**src/rtl/int_div_pkg.sv**
```systemverilog
package int_div_pkg;

  // Operation form selector values
  localparam logic [1:0] MODE_WORD  = 2'b00;
  localparam logic [1:0] MODE_LONG  = 2'b01;

  // Strobes issued by the sequencer to the datapath, one set per cycle
  typedef struct packed {
    logic load;    // capture operands, prepare magnitudes
    logic step;    // one restoring-division iteration
    logic wrRem;   // present remainder write (long forms)
    logic wrQuo;   // present quotient / packed write
    logic finish;  // completion of a non-trapping division
    logic trap;    // completion of a zero-divisor request
  } divStrobe_t;

endpackage

```
**src/rtl/int_div_ctrl.sv**
```systemverilog
module int_div_ctrl
  import int_div_pkg::*;
#(
  parameter int STEPS = 64
) (
  input  logic       clk,
  input  logic       rst_n,
  input  logic       start,
  input  logic       divisorZero,
  input  logic       ovf,
  input  logic       isLong,
  output divStrobe_t st,
  output logic       busy
);

  localparam int CNT_W = (STEPS > 1) ? $clog2(STEPS) : 1;
  localparam logic [CNT_W-1:0] LAST_STEP = CNT_W'(STEPS - 1);

  typedef enum logic [2:0] {
    S_IDLE, S_RUN, S_POST, S_WREM, S_FIN, S_TRAP
  } ctrlState_t;

  ctrlState_t state, stateNext;
  logic [CNT_W-1:0] stepCnt;

  always_ff @(posedge clk or negedge rst_n) begin
    if (!rst_n) begin
      state   <= S_IDLE;
      stepCnt <= '0;
    end else begin
      state <= stateNext;
      if (st.load)      stepCnt <= '0;
      else if (st.step) stepCnt <= stepCnt + 1'b1;
    end
  end

  always_comb begin
    stateNext = state;
    st        = '0;
    unique case (state)
      S_IDLE: begin
        if (start) begin
          st.load   = 1'b1;
          stateNext = divisorZero ? S_TRAP : S_RUN;
        end
      end
      S_RUN: begin
        st.step = 1'b1;
        if (stepCnt == LAST_STEP) stateNext = S_POST;
      end
      S_POST: begin
        stateNext = (isLong && !ovf) ? S_WREM : S_FIN;
      end
      S_WREM: begin
        st.wrRem  = 1'b1;
        stateNext = S_FIN;
      end
      S_FIN: begin
        st.finish = 1'b1;
        st.wrQuo  = !ovf;
        stateNext = S_IDLE;
      end
      S_TRAP: begin
        st.trap   = 1'b1;
        stateNext = S_IDLE;
      end
      default: stateNext = S_IDLE;
    endcase
  end

  assign busy = (state != S_IDLE);

  // the sequencer leaves idle only because of a start request
  p_busy_needs_start_r1: assert property (@(posedge clk) disable iff (!rst_n)
    $rose(busy) |-> $past(start));

  // once busy, the block stays busy until its completion cycle
  p_busy_holds_r1: assert property (@(posedge clk) disable iff (!rst_n)
    (busy && !st.finish && !st.trap) |=> busy);

  // the remainder write is always followed by the quotient write and completion
  p_rem_then_quo_r7: assert property (@(posedge clk) disable iff (!rst_n)
    st.wrRem |=> (st.wrQuo && st.finish));

  // completion is a single-cycle pulse
  p_done_pulse_r10: assert property (@(posedge clk) disable iff (!rst_n)
    (st.finish || st.trap) |=> !(st.finish || st.trap));

endmodule

```
**src/rtl/int_div_dpath.sv**
```systemverilog
module int_div_dpath
  import int_div_pkg::*;
#(
  parameter int W     = 32,
  parameter int IDX_W = 3
) (
  input  logic             clk,
  input  logic             rst_n,
  input  divStrobe_t       st,
  input  logic [1:0]       mode,
  input  logic             isSigned,
  input  logic [IDX_W-1:0] quoIdx,
  input  logic [IDX_W-1:0] remIdx,
  input  logic [W-1:0]     quoVal,
  input  logic [W-1:0]     remVal,
  input  logic [W-1:0]     divisor,
  input  logic             oldN,
  output logic             divisorZero,
  output logic             ovf,
  output logic             isLong,
  output logic             done,
  output logic             divZero,
  output logic             wbEn,
  output logic [IDX_W-1:0] wbIdx,
  output logic [W-1:0]     wbData,
  output logic             flagsValid,
  output logic             flagN,
  output logic             flagZ,
  output logic             flagV,
  output logic             flagC
);

  localparam int H  = W / 2;
  localparam int W2 = 2 * W;

  // ---------------- operand preparation (start cycle) ----------------
  logic          isWordIn, isWideIn;
  logic [W-1:0]  dvsRaw, dvsMagIn;
  logic          dvsNegIn;
  logic [W2-1:0] dvdRaw, dvdMagIn;
  logic          dvdNegIn;

  assign isWordIn = (mode == MODE_WORD);
  assign isWideIn = mode[1];

  always_comb begin
    if (isWordIn) dvsRaw = {{H{isSigned & divisor[H-1]}}, divisor[H-1:0]};
    else          dvsRaw = divisor;
    dvsNegIn = isSigned & dvsRaw[W-1];
    dvsMagIn = dvsNegIn ? ('0 - dvsRaw) : dvsRaw;

    if (isWideIn) dvdRaw = {remVal, quoVal};
    else          dvdRaw = {{W{isSigned & quoVal[W-1]}}, quoVal};
    dvdNegIn = isSigned & dvdRaw[W2-1];
    dvdMagIn = dvdNegIn ? ('0 - dvdRaw) : dvdRaw;
  end

  assign divisorZero = (dvsRaw == '0);

  // ---------------- iteration state ----------------
  logic [W-1:0]     partRem;
  logic [W2-1:0]    quoShift;
  logic [W-1:0]     dvsMag;
  logic             negQuo, negRem, sgnQ, isWordQ, nOld;
  logic [IDX_W-1:0] idxQuo, idxRem;

  logic [W:0] shifted, diff;
  logic       fitsSub;

  assign shifted = {partRem, quoShift[W2-1]};
  assign fitsSub = (shifted >= {1'b0, dvsMag});
  assign diff    = shifted - {1'b0, dvsMag};

  always_ff @(posedge clk or negedge rst_n) begin
    if (!rst_n) begin
      partRem  <= '0;
      quoShift <= '0;
      dvsMag   <= '0;
      negQuo   <= 1'b0;
      negRem   <= 1'b0;
      sgnQ     <= 1'b0;
      isWordQ  <= 1'b0;
      nOld     <= 1'b0;
      idxQuo   <= '0;
      idxRem   <= '0;
    end else if (st.load) begin
      partRem  <= '0;
      quoShift <= dvdMagIn;
      dvsMag   <= dvsMagIn;
      negQuo   <= dvdNegIn ^ dvsNegIn;
      negRem   <= dvdNegIn;
      sgnQ     <= isSigned;
      isWordQ  <= isWordIn;
      nOld     <= oldN;
      idxQuo   <= quoIdx;
      idxRem   <= remIdx;
    end else if (st.step) begin
      partRem  <= fitsSub ? diff[W-1:0] : shifted[W-1:0];
      quoShift <= {quoShift[W2-2:0], fitsSub};
    end
  end

  // ---------------- result shaping ----------------
  logic [W2-1:0] quoRes;
  logic [W-1:0]  remRes;
  logic          ovfWordU, ovfWordS, ovfLongU, ovfLongS;
  logic          quoNeg, quoZero;

  assign quoRes = negQuo ? ('0 - quoShift) : quoShift;
  assign remRes = negRem ? ('0 - partRem) : partRem;

  assign ovfWordU = |quoRes[W2-1:H];
  assign ovfWordS = !((quoRes[W2-1:H-1] == '0) || (quoRes[W2-1:H-1] == '1));
  assign ovfLongU = |quoRes[W2-1:W];
  assign ovfLongS = !((quoRes[W2-1:W-1] == '0) || (quoRes[W2-1:W-1] == '1));

  assign ovf    = isWordQ ? (sgnQ ? ovfWordS : ovfWordU)
                          : (sgnQ ? ovfLongS : ovfLongU);
  assign isLong = !isWordQ;

  assign quoNeg  = isWordQ ? quoRes[H-1] : quoRes[W-1];
  assign quoZero = isWordQ ? (quoRes[H-1:0] == '0) : (quoRes[W-1:0] == '0);

  // ---------------- write port and flags ----------------
  assign wbEn   = st.wrRem | st.wrQuo;
  assign wbIdx  = st.wrRem ? idxRem : idxQuo;
  always_comb begin
    if (st.wrRem)     wbData = remRes;
    else if (isWordQ) wbData = {remRes[H-1:0], quoRes[H-1:0]};
    else              wbData = quoRes[W-1:0];
  end

  assign done       = st.finish | st.trap;
  assign divZero    = st.trap;
  assign flagsValid = st.finish;
  assign flagN      = st.finish & (ovf ? nOld : quoNeg);
  assign flagZ      = st.finish & !ovf & quoZero;
  assign flagV      = st.finish & ovf;
  assign flagC      = 1'b0;

  // a trapping request never writes and never presents flags
  p_trap_silent_r2: assert property (@(posedge clk) disable iff (!rst_n)
    st.trap |-> (!wbEn && !flagsValid));

  // an overflowing division writes nothing, clears Z and keeps the sampled N
  p_ovf_keeps_state_r3: assert property (@(posedge clk) disable iff (!rst_n)
    (flagsValid && flagV) |-> (!wbEn && !flagZ && (flagN == nOld)));

  // the final partial remainder magnitude lies below the divisor magnitude
  p_rem_below_divisor_r9: assert property (@(posedge clk) disable iff (!rst_n)
    st.wrQuo |-> (partRem < dvsMag));

  // an unsigned long quotient that is written fits in W bits
  p_long_quo_fits_r6: assert property (@(posedge clk) disable iff (!rst_n)
    (st.wrQuo && !isWordQ && !sgnQ) |-> (quoShift[W2-1:W] == '0));

endmodule

```
**src/rtl/int_divider.sv**
```systemverilog
module int_divider
  import int_div_pkg::*;
#(
  parameter int W     = 32,
  parameter int IDX_W = 3
) (
  input  logic             clk,
  input  logic             rst_n,
  input  logic             start,
  input  logic [1:0]       mode,
  input  logic             isSigned,
  input  logic [IDX_W-1:0] quoIdx,
  input  logic [IDX_W-1:0] remIdx,
  input  logic [W-1:0]     quoVal,
  input  logic [W-1:0]     remVal,
  input  logic [W-1:0]     divisor,
  input  logic             oldN,
  output logic             busy,
  output logic             done,
  output logic             divZero,
  output logic             wbEn,
  output logic [IDX_W-1:0] wbIdx,
  output logic [W-1:0]     wbData,
  output logic             flagsValid,
  output logic             flagN,
  output logic             flagZ,
  output logic             flagV,
  output logic             flagC
);

  localparam int STEPS = 2 * W;

  divStrobe_t strobes;
  logic       divisorZero, ovf, isLong;

  int_div_ctrl #(.STEPS(STEPS)) ctrl_i (
    .clk         (clk),
    .rst_n       (rst_n),
    .start       (start),
    .divisorZero (divisorZero),
    .ovf         (ovf),
    .isLong      (isLong),
    .st          (strobes),
    .busy        (busy)
  );

  int_div_dpath #(.W(W), .IDX_W(IDX_W)) dpath_i (
    .clk         (clk),
    .rst_n       (rst_n),
    .st          (strobes),
    .mode        (mode),
    .isSigned    (isSigned),
    .quoIdx      (quoIdx),
    .remIdx      (remIdx),
    .quoVal      (quoVal),
    .remVal      (remVal),
    .divisor     (divisor),
    .oldN        (oldN),
    .divisorZero (divisorZero),
    .ovf         (ovf),
    .isLong      (isLong),
    .done        (done),
    .divZero     (divZero),
    .wbEn        (wbEn),
    .wbIdx       (wbIdx),
    .wbData      (wbData),
    .flagsValid  (flagsValid),
    .flagN       (flagN),
    .flagZ       (flagZ),
    .flagV       (flagV),
    .flagC       (flagC)
  );

endmodule

```
**config.mk**
```make
export PLATFORM = sky130hd
export DESIGN_NAME = int_divider
export DESIGN_NICKNAME = d
export VERILOG_FILES = /design/src/rtl/int_div_pkg.sv /design/src/rtl/int_div_ctrl.sv /design/src/rtl/int_div_dpath.sv /design/src/rtl/int_divider.sv
export SDC_FILE = /design/constraint.sdc
export NUM_CORES = 1
export LEC_CHECK = 0
export BUFFER_PORTS_ARGS = -buffer_cell sky130_fd_sc_hd__buf_4
export CAP_MARGIN = 20
export CORE_MARGIN = 2
export CORE_UTILIZATION = 55
export CTS_BUF_LIST = sky130_fd_sc_hd__clkbuf_8
export CTS_CLUSTER_SIZE = 10
export DETAILED_ROUTE_END_ITERATION = 10
export PLACE_DENSITY = 0.75
export SYNTH_ARGS = -nofsm -noshare
export SYNTH_HDL_FRONTEND = slang
export SYNTH_SLANG_ARGS = --single-unit
```
**constraint.sdc**
```tcl
create_clock -name clk -period 13.95 [get_ports clk]
set_input_delay 1.395 -clock clk [delete_from_list [all_inputs] [get_ports clk]]
set_output_delay 1.395 -clock clk [all_outputs]
set_load 0.05 [all_outputs]
```
==> run_summary.xml, run 1 <==
<?xml version="1.0" encoding="UTF-8"?>
<metrics>
  <group name="clock_network">
    <metric name="buffer_levels_on_the_longest_clock_path" unit="">2</metric>
    <metric name="cts_resized" unit="">0</metric>
    <metric name="cts.hold.buffers_added" unit="">0</metric>
    <metric name="clk_pin_slew_worst_paths" unit="ps">100</metric>
    <metric name="cts-htree-levels" unit="">4</metric>
    <metric name="worst_skew_pair.late_latency" unit="ps">480</metric>
    <metric name="root_buffer" unit="">clkbuf_8</metric>
    <metric name="total_setup_buffers_inserted_after_cts" unit="">0</metric>
    <metric name="cts_tree" unit="">done</metric>
    <metric name="clock_sink_count" unit="">148</metric>
    <metric name="number_of_buffers_inserted_during_clock_tree_synthesis" unit="">17</metric>
  </group>
  <group name="critical_path">
    <metric name="end_of_the_worst_register_to_register_path" unit="">ctrl_i.state[2]</metric>
    <metric name="cp_common_cell" unit="">or4_1</metric>
    <metric name="critical-path-slowest-cell" unit="">nor4_1</metric>
    <metric name="setup.reg_to_reg.worst_slack" unit="ps">9370</metric>
    <metric name="timing.critical_path.cells" unit="">nor4_1, nand4_1, or4_4, o41ai_4, xor2_1, or4_1, or4_1, or4_1, nor3_1, a211oi_2, mux2i_1, buf_4</metric>
    <metric name="critical_path_arrival" unit="ps">5860</metric>
    <metric name="r2r-start" unit="">dpath_i.quoShift[7]</metric>
    <metric name="criticalPathCategory" unit="">reg -&gt; out</metric>
    <metric name="critPathMaxStageDelay" unit="ps">820</metric>
    <metric name="setup.worst_path.start_class" unit="">register</metric>
    <metric name="critPathMaxFanout" unit="">8</metric>
    <metric name="worst_r2r_path_depth" unit="">11</metric>
    <metric name="required" unit="ps">12560</metric>
    <metric name="worst_setup_path_end_kind" unit="">primary output</metric>
  </group>
  <group name="timing">
    <metric name="tightest_slew" unit="ps">1025</metric>
    <metric name="min_period_over_period" unit="%">52.01</metric>
    <metric name="fmax" unit="MHz">137.8</metric>
    <metric name="worst_skew" unit="ps">22.25</metric>
    <metric name="finalSetupTns" unit="ps">0</metric>
    <metric name="hold_viol" unit="">0</metric>
    <metric name="finalWorstPathRequiredPeriod" unit="ps">7255</metric>
    <metric name="max_slew_margin" unit="%">31.65</metric>
    <metric name="final_max_slew_viol_count" unit="">0</metric>
    <metric name="setup_viol" unit="">0</metric>
    <metric name="hold_worst_slack" unit="ps">486.8</metric>
    <metric name="rsz0062_at_grt" unit="">false</metric>
  </group>
  <group name="power">
    <metric name="p_leak" unit="nW">6.648</metric>
    <metric name="power.density" unit="nW/um^2">271.8</metric>
    <metric name="p_switching" unit="mW">2.460</metric>
    <metric name="vdd.ir_drop.worst" unit="V">0.0003883</metric>
    <metric name="p_sw_share" unit="%">57.41</metric>
    <metric name="power.sequential.fraction" unit="%">22.2</metric>
    <metric name="power.internal" unit="mW">1.825</metric>
    <metric name="power.share.combinational" unit="%">70.0</metric>
    <metric name="clock_group_share_of_total_power" unit="%">7.9</metric>
  </group>
  <group name="route">
    <metric name="drt_first_iter_violations" unit="">1785</metric>
    <metric name="vias" unit="">14740</metric>
    <metric name="first_pass_iteration_count_of_the_detailed_router" unit="">8</metric>
    <metric name="post_drt_via_cell_ratio" unit="">6.384</metric>
    <metric name="post-route-drc-count" unit="">0</metric>
    <metric name="final_antenna_net_count" unit="">0</metric>
    <metric name="drt-total-wl" unit="mm">45.44</metric>
    <metric name="post_drt_wl_per_cell" unit="um">19.68</metric>
  </group>
  <group name="synth">
    <metric name="syn_avg_cell_area" unit="um^2">7.418</metric>
    <metric name="synth_top_cell_by_area" unit="">dfrtp_1</metric>
    <metric name="post_synth_main_area_contributors" unit="">dfrtp_1, nand2_1, o21ai_0</metric>
    <metric name="synth_top_cell_area_share" unit="%">26.09</metric>
    <metric name="synthesis.yosys.warnings" unit="">0</metric>
    <metric name="post_synth_mux_area_share" unit="%">3.992</metric>
    <metric name="yosysUniqueCellTypes" unit="">81</metric>
    <metric name="synth.ff_latch_count" unit="">148</metric>
    <metric name="synth_xor_xnor_area_share" unit="%">11.41</metric>
    <metric name="part_of_the_yosys_area_used_for_sequential_elements" unit="%">26.09</metric>
    <metric name="syn-instance-count" unit="">1914</metric>
    <metric name="ys.flop_type" unit="">dfrtp_1</metric>
    <metric name="synth_top_family_by_area" unit="">simple AND/OR/NAND/NOR gates</metric>
    <metric name="synth_compound_gate_area_share" unit="%">24.06</metric>
    <metric name="postSynth.asyncResetShare" unit="%">100.0</metric>
    <metric name="synthAdderAreaFrac" unit="%">3.490</metric>
    <metric name="synth_nets" unit="">2062</metric>
    <metric name="synth_enable_flop_cells" unit="">0</metric>
    <metric name="syn-cell-area" unit="um^2">14200</metric>
    <metric name="post_synth_and_or_nand_nor_area_fraction" unit="%">25.77</metric>
  </group>
  <group name="place">
    <metric name="dp_hpwl" unit="mm">33.87</metric>
    <metric name="port_buffers" unit="">151</metric>
    <metric name="placedInstanceArea" unit="um^2">15370</metric>
    <metric name="place.gp.congestion" unit="">0.9721</metric>
  </group>
  <group name="worst_hold_path">
    <metric name="timing.hold.worst_endpoint" unit="">dpath_i.idxQuo[0]</metric>
    <metric name="timing.hold.worst.class" unit="">reg -&gt; reg</metric>
    <metric name="hold-path-cell-count" unit="">2</metric>
    <metric name="min-delay-start" unit="">dpath_i.idxQuo[0]</metric>
  </group>
  <group name="grt">
    <metric name="global_route_wire_length_before_repair" unit="mm">71.12</metric>
    <metric name="antenna_violations_before_repair" unit="">0</metric>
    <metric name="grt_max_degree" unit="">93</metric>
    <metric name="grt_pass1_vias" unit="">13080</metric>
    <metric name="total_overflow_reported_by_the_global_router" unit="">0</metric>
    <metric name="track_usage" unit="%">33.27</metric>
  </group>
  <group name="floorplanning">
    <metric name="initial_core_util" unit="%">56.22</metric>
    <metric name="chipWidth" unit="um">164.7</metric>
    <metric name="core.rowCount" unit="">58</metric>
    <metric name="placeableCoreArea" unit="um^2">25250</metric>
    <metric name="dieArea" unit="um^2">27110</metric>
    <metric name="ios" unit="">153</metric>
    <metric name="die_height" unit="um">164.7</metric>
  </group>
  <group name="run">
    <metric name="maxCapViolCount" unit="">0</metric>
  </group>
  <group name="cells_and_area">
    <metric name="flow.area_growth_from_synthesis" unit="%">11.04</metric>
    <metric name="final_area" unit="um^2">15770</metric>
    <metric name="drive_above_1_share" unit="%">11.72</metric>
    <metric name="n_antenna_cell" unit="">0</metric>
    <metric name="final_net_count" unit="">2114</metric>
  </group>
  <group name="outcome">
    <metric name="outcome" unit="">completed</metric>
  </group>
</metrics>
[Yosys cell counts (5+ instances only)]
library cell and instances:
nand3_1 56, dfrtp_1 148, mux2_2 5, inv_1 60
a21oi_1 116, ha_1 38, nor3_1 56, a21o_1 24
nor2_1 171, a311oi_1 5, mux2i_1 51, or3_1 29
xnor2_1 92, nand3b_1 5, nor4_1 30, o31a_1 5
nor2b_1 9, a211oi_1 10, nand2_1 259, o21a_1 6
nand4_1 29, o31ai_1 37, and4_1 5, and3_1 11
nand2b_1 15, o211ai_1 11, or4_1 29, buf_1 9
xor2_1 93, o32ai_1 5, a22oi_1 29, clkbuf_1 120
o41ai_1 20, nand4b_1 7, o21ai_0 175, and2_1 11
a31oi_1 44, nor3b_1 5, or2_2 7
[power by group through the flow]
stage,Sequential [mW],Clock [mW],Combinational (mW)
after floorplan,0.756,0,2.31
after global placement,0.932,0,2.89
after detailed placement,0.947,0,2.93
after CTS,0.938,0.340,2.94
after global routing,0.988,0.360,3.23
final,0.949,0.338,3.00
[sequential cells by signal, indices dropped and copies added (netlist names)]
| name | flops |
|---|---|
| dpath_i.dvsMag | 32 |
| ctrl_i.state | 3 |
| dpath_i.idxRem | 3 |
| dpath_i.quoShift | 64 |
| dpath_i.negRem | 1 |
| dpath_i.idxQuo | 3 |
| dpath_i.partRem | 32 |
| dpath_i.nOld | 1 |
| dpath_i.negQuo | 1 |
| ctrl_i.stepCnt | 6 |
| dpath_i.isWordQ | 1 |
| dpath_i.sgnQ | 1 |
[kinds of logic after synthesis]
logic type	count (synthesis)
compound gates	540
xor+xnor	185
fa+ha+maj	39
buf+inv	192
flops	148
mux	56
other cells	1
simple gates	753
[critical path, delay by kind of cell (launching register included)]
kind	cells	cell delay [ps]
compound gates	2	560
xor+xnor	1	160
buf+inv	1	220
flops	1	480
mux	1	200
simple gates	7	3770
[layout make-up]
type,count,area [um^2]
repair buffers,165,1262
clock buffers,17,234.0
multi-input cells,1574,9792
flip-flops and latches,148,3705
clock inverters,15,133.9
inverters,60,225.2
fillers,2275,9489
well taps,330,412.9
[through the flow]
step	cells	total power, mW	worst slack (ps)	utilization, %
2_1_floorplan	1914	3.061	7367	-
3_3_place_gp	2276	3.826	7429	60.86
3_5_place_dp	2276	3.874	7249	60.86
4_1_cts	2308	4.219	6717	62.32
5_1_grt	2309	4.581	6345	62.43
6_report	2309	4.285	6695	62.43
[routing by layer]
layer	routed length (um)	track usage (%)	part of all wire, %	vias to the layer above
li1	-	-	-	7037
met1	21630	49.94	48	6991
met2	19380	49.49	43	644
met3	3533	5.726	7.8	68
met4	895	8.379	2.0	0
met5	0	0	0	-
[how the worst max path moves through the flow]
| stage | startpoint | endpoint | slack, ps | depth (start not counted) |
|---|---|---|---|---|
| finish | dpath_i.quoShift[7] | flagN | 6690 | 12 |
| global route | dpath_i.quoShift[7] | flagZ | 6350 | 12 |
| global placement | dpath_i.quoShift[7] | flagZ | 7430 | 12 |
| floorplan | dpath_i.quoShift[21] | flagN | 7370 | 12 |
| detailed placement | dpath_i.quoShift[7] | flagN | 7250 | 12 |
| CTS | dpath_i.quoShift[7] | flagN | 6720 | 12 |
[cell usage in the layout, fill, tap and decap left out, types with 15 or more instances in the layout]
| cell type | instances |
|---|---|
| a21o_1 | 24 |
| a21oi_1 | 116 |
| a22oi_1 | 29 |
| a31oi_1 | 44 |
| buf_4 | 163 |
| clkbuf_8 | 17 |
| dfrtp_1 | 147 |
| ha_1 | 38 |
| inv_1 | 61 |
| mux2i_1 | 51 |
| nand2_1 | 258 |
| nand2b_1 | 15 |
| nand3_1 | 56 |
| nand4_1 | 29 |
| nor2_1 | 170 |
| nor3_1 | 56 |
| nor4_1 | 30 |
| o21ai_0 | 175 |
| o31ai_1 | 37 |
| o41ai_1 | 20 |
| or3_1 | 29 |
| or4_1 | 29 |
| xnor2_1 | 92 |
| xor2_1 | 93 |
No activity file was read; power rests on OpenSTA's default activity.
==> run 2: changes to the inputs <==
--- a/config.mk
+++ b/config.mk
@@ -5,6 +5,7 @@
 export SDC_FILE = /design/constraint.sdc
 export NUM_CORES = 1
 export LEC_CHECK = 0
+export ABC_AREA = 1
 export BUFFER_PORTS_ARGS = -buffer_cell sky130_fd_sc_hd__buf_4
 export CAP_MARGIN = 20
 export CORE_MARGIN = 2
@@ -12,7 +13,7 @@
 export CTS_BUF_LIST = sky130_fd_sc_hd__clkbuf_8
 export CTS_CLUSTER_SIZE = 10
 export DETAILED_ROUTE_END_ITERATION = 10
-export PLACE_DENSITY = 0.75
+export PLACE_DENSITY = 0.78
 export SYNTH_ARGS = -nofsm -noshare
 export SYNTH_HDL_FRONTEND = slang
 export SYNTH_SLANG_ARGS = --single-unit
==> constraint.sdc (replaced) <==
create_clock -name clk -period 6.3 [get_ports clk]
set_input_delay 0.63 -clock clk [delete_from_list [all_inputs] [get_ports clk]]
set_output_delay 0.63 -clock clk [all_outputs]
set_load 0.05 [all_outputs]
==> run 2 against run 1 <==
  * First-iteration DRC count rose by 53%
  * Power grew to 2.5 times the previous value
  * Register-to-register slack worse by 7000 ps
  * Setup slack worse by 4800 ps
  * Critical endpoint is now flagZ
  * Largest cell class unchanged
==> run_summary.xml, run 2 <==
<?xml version="1.0" encoding="UTF-8"?>
<metrics>
  <group name="synth">
    <metric name="synth.ff_latch_count" unit="">148</metric>
    <metric name="syn-cell-area" unit="um^2">15320</metric>
    <metric name="syn-instance-count" unit="">2544</metric>
    <metric name="part_of_the_yosys_area_used_for_sequential_elements" unit="%">24.18</metric>
    <metric name="postSynth.asyncResetShare" unit="%">100.0</metric>
    <metric name="netlist_top_cells_count" unit="">nand2_1, nor2_1, inv_1, o21ai_0, dfrtp_1</metric>
    <metric name="synth_nets" unit="">2692</metric>
    <metric name="ys.flop_type" unit="">dfrtp_1</metric>
    <metric name="yosysUniqueCellTypes" unit="">60</metric>
    <metric name="syn_avg_cell_area" unit="um^2">6.021</metric>
    <metric name="post_synth_main_area_contributors" unit="">dfrtp_1, nand2_1, nor2_1</metric>
    <metric name="synth_top_cell_area_share" unit="%">24.18</metric>
    <metric name="synthesis.yosys.warnings" unit="">0</metric>
    <metric name="post-synth-top-count-cell" unit="">nand2_1</metric>
    <metric name="synth_enable_flop_cells" unit="">0</metric>
    <metric name="synth_top_cell_by_area" unit="">dfrtp_1</metric>
  </group>
  <group name="timing">
    <metric name="fmax" unit="MHz">229.4</metric>
    <metric name="final_max_slew_viol_count" unit="">0</metric>
    <metric name="setup_viol" unit="">0</metric>
    <metric name="worst_skew" unit="ps">21.67</metric>
    <metric name="rsz0062_at_grt" unit="">false</metric>
    <metric name="hold_viol" unit="">0</metric>
    <metric name="max_slew_margin" unit="%">28.59</metric>
    <metric name="worst_slack" unit="ps">1941</metric>
    <metric name="finalWorstPathRequiredPeriod" unit="ps">4359</metric>
    <metric name="min_period_over_period" unit="%">69.19</metric>
    <metric name="finalSetupTns" unit="ps">0</metric>
    <metric name="tightest_slew" unit="ps">1071</metric>
  </group>
  <group name="place">
    <metric name="place.gp.congestion" unit="">1.016</metric>
    <metric name="port_buffers" unit="">151</metric>
    <metric name="pre_cts_setup_slack" unit="ps">2522</metric>
    <metric name="post-place-cells" unit="">2997</metric>
    <metric name="placedInstanceArea" unit="um^2">16670</metric>
    <metric name="dp_hpwl" unit="mm">44.79</metric>
  </group>
  <group name="critical_path">
    <metric name="timing.critical_path.max_delay_family" unit="">simple AND/OR/NAND/NOR gates</metric>
    <metric name="worst_setup_path_end_kind" unit="">primary output</metric>
    <metric name="worst_r2r_path_depth" unit="">10</metric>
    <metric name="r2r-start" unit="">ctrl_i.state[1]</metric>
    <metric name="timing.critical_path.cells" unit="">inv_1, nor2_1, xor2_1, nand2_1, nor4_1, nand3_1, nor4_1, o2111ai_1, nor2_2, buf_4</metric>
    <metric name="critical-path-slowest-cell" unit="">dfrtp_2</metric>
    <metric name="end_of_the_worst_register_to_register_path" unit="">dpath_i.quoShift[63]</metric>
    <metric name="critPathBufInv" unit="">2</metric>
    <metric name="critPathMaxFanout" unit="">54</metric>
    <metric name="cp_common_cell" unit="">nor4_1</metric>
    <metric name="setup.worst_path.start_class" unit="">register</metric>
    <metric name="setup.reg_to_reg.worst_slack" unit="ps">2390</metric>
    <metric name="critPathMaxStageDelay" unit="ps">1030</metric>
    <metric name="required" unit="ps">5670</metric>
    <metric name="criticalPathCategory" unit="">reg -&gt; out</metric>
    <metric name="critical_path_arrival" unit="ps">3730</metric>
  </group>
  <group name="floorplanning">
    <metric name="chipWidth" unit="um">170.9</metric>
    <metric name="dieArea" unit="um^2">29200</metric>
    <metric name="initial_core_util" unit="%">55.44</metric>
    <metric name="placeableCoreArea" unit="um^2">27630</metric>
    <metric name="die_height" unit="um">170.9</metric>
    <metric name="core.rowCount" unit="">61</metric>
    <metric name="ios" unit="">153</metric>
  </group>
  <group name="clock_network">
    <metric name="cts_tree" unit="">done</metric>
    <metric name="clock_sink_count" unit="">148</metric>
    <metric name="worst_skew_pair.late_latency" unit="ps">480</metric>
    <metric name="number_of_buffers_inserted_during_clock_tree_synthesis" unit="">17</metric>
    <metric name="cts-htree-levels" unit="">4</metric>
    <metric name="buffer_levels_on_the_longest_clock_path" unit="">2</metric>
    <metric name="cts_resized" unit="">0</metric>
    <metric name="total_setup_buffers_inserted_after_cts" unit="">0</metric>
    <metric name="cts.hold.buffers_added" unit="">0</metric>
    <metric name="root_buffer" unit="">clkbuf_8</metric>
    <metric name="clk_pin_slew_worst_paths" unit="ps">110</metric>
  </group>
  <group name="power">
    <metric name="p_leak" unit="nW">8.346</metric>
    <metric name="fin_total_pwr" unit="mW">10.92</metric>
    <metric name="clock_group_share_of_total_power" unit="%">7.3</metric>
    <metric name="power.sequential.fraction" unit="%">19.7</metric>
    <metric name="power.density" unit="nW/um^2">638.7</metric>
    <metric name="vdd.ir_drop.worst" unit="V">0.0003219</metric>
    <metric name="power.internal" unit="mW">4.195</metric>
    <metric name="power.share.combinational" unit="%">73.0</metric>
    <metric name="p_switching" unit="mW">6.727</metric>
    <metric name="p_sw_share" unit="%">61.59</metric>
  </group>
  <group name="route">
    <metric name="drt-total-wl" unit="mm">55.90</metric>
    <metric name="drt_first_iter_violations" unit="">2732</metric>
    <metric name="final_antenna_net_count" unit="">0</metric>
    <metric name="post-route-drc-count" unit="">0</metric>
    <metric name="vias" unit="">17800</metric>
    <metric name="post_drt_via_cell_ratio" unit="">5.873</metric>
    <metric name="first_pass_iteration_count_of_the_detailed_router" unit="">6</metric>
    <metric name="post_drt_wl_per_cell" unit="um">18.44</metric>
  </group>
  <group name="worst_hold_path">
    <metric name="timing.hold.worst.class" unit="">in -&gt; async</metric>
  </group>
  <group name="cells_and_area">
    <metric name="most_common_library_cell_in_the_layout_ignoring_fill_and_taps" unit="">nand2_1</metric>
    <metric name="final_net_count" unit="">2787</metric>
    <metric name="reg.largest.list" unit="">dpath_i.quoShift: 64 flops, dpath_i.dvsMag: 32 flops, dpath_i.partRem: 32 flops</metric>
    <metric name="flow.area_growth_from_synthesis" unit="%">11.62</metric>
    <metric name="most-common-layout-cells" unit="">nand2_1, nor2_1, inv_1</metric>
    <metric name="final-instance-count-excl-fill" unit="">3031</metric>
    <metric name="drive_above_1_share" unit="%">11.05</metric>
    <metric name="largest_register_ffs" unit="">64</metric>
    <metric name="final_area" unit="um^2">17100</metric>
    <metric name="reg_with_most_ffs" unit="">dpath_i.quoShift</metric>
  </group>
  <group name="grt">
    <metric name="grt_max_degree" unit="">117</metric>
    <metric name="track_usage" unit="%">38.49</metric>
    <metric name="grt_pass1_vias" unit="">15710</metric>
    <metric name="global_route_wire_length_before_repair" unit="mm">86.66</metric>
    <metric name="antenna_violations_before_repair" unit="">0</metric>
    <metric name="total_overflow_reported_by_the_global_router" unit="">0</metric>
  </group>
  <group name="run">
    <metric name="maxCapViolCount" unit="">0</metric>
  </group>
  <group name="outcome">
    <metric name="outcome" unit="">completed</metric>
  </group>
</metrics>
run 2: worst max path at each step:
stage / endpoint / cells past startpoint / from
after floorplan: wbData[31] / 13 / dpath_i.partRem[0]
after global placement: flagZ / 10 / dpath_i.negQuo
after detailed placement: flagZ / 10 / dpath_i.negQuo
after CTS: flagZ / 10 / dpath_i.negQuo
after global routing: flagZ / 10 / dpath_i.negQuo
final: flagZ / 10 / dpath_i.negQuo
run 2: layout make-up:
cell class,count,area [um^2]
flip-flops and latches,148,3705
diodes,1,2.502
fillers,2744,10530
repair buffers,163,1240
clock buffers,18,247.7
inverters,305,1146
multi-input cells,2004,10130
clock inverters,14,158.9
well taps,378,473.0
run 2: metal layers:
metal	GRT usage, %	vias up	part of all wire (%)
met2	49.08	1113	37
met1	62.80	8164	48
met4	9.064	0	2.0
li1	-	8445	-
met3	9.669	80	14
met5	0	-	0
run 2: cell families (layout without fill, tap and decap cells):
| kind of cell | Yosys count | after routing | synth area share (%) |
|---|---|---|---|
| AND/OR/NAND/NOR | 1384 | 1384 | 38.62 |
| flip-flops | 148 | 148 | 24.18 |
| buffers and inverters | 392 | 500 | 9.867 |
| XOR/XNOR | 123 | 123 | 7.033 |
| AO/OA/AOI/OAI | 457 | 457 | 17.05 |
| adder cells (fa/ha/maj) | 39 | 39 | 3.235 |
| other | 1 | 2 | 0.02448 |
run 2: power by group through the flow:
stage                     combinational [mW]  sequential (mW)  clock [mW]
after floorplan                         5.73             1.78           0
after global placement                  7.59             2.10           0
after detailed placement                7.70             2.12           0
after CTS                               7.73             2.10       0.790
after global routing                    8.73             2.19       0.832
final                                   7.98             2.15       0.792
run 2: metrics by stage:
stage          util (%)  hold slack, ps
5_1_grt           61.88           206.1
6_report          61.89           159.9
2_1_floorplan         -           334.4
3_5_place_dp      60.33           462.9
3_3_place_gp      60.33           454.3
4_1_cts           61.81           208.2
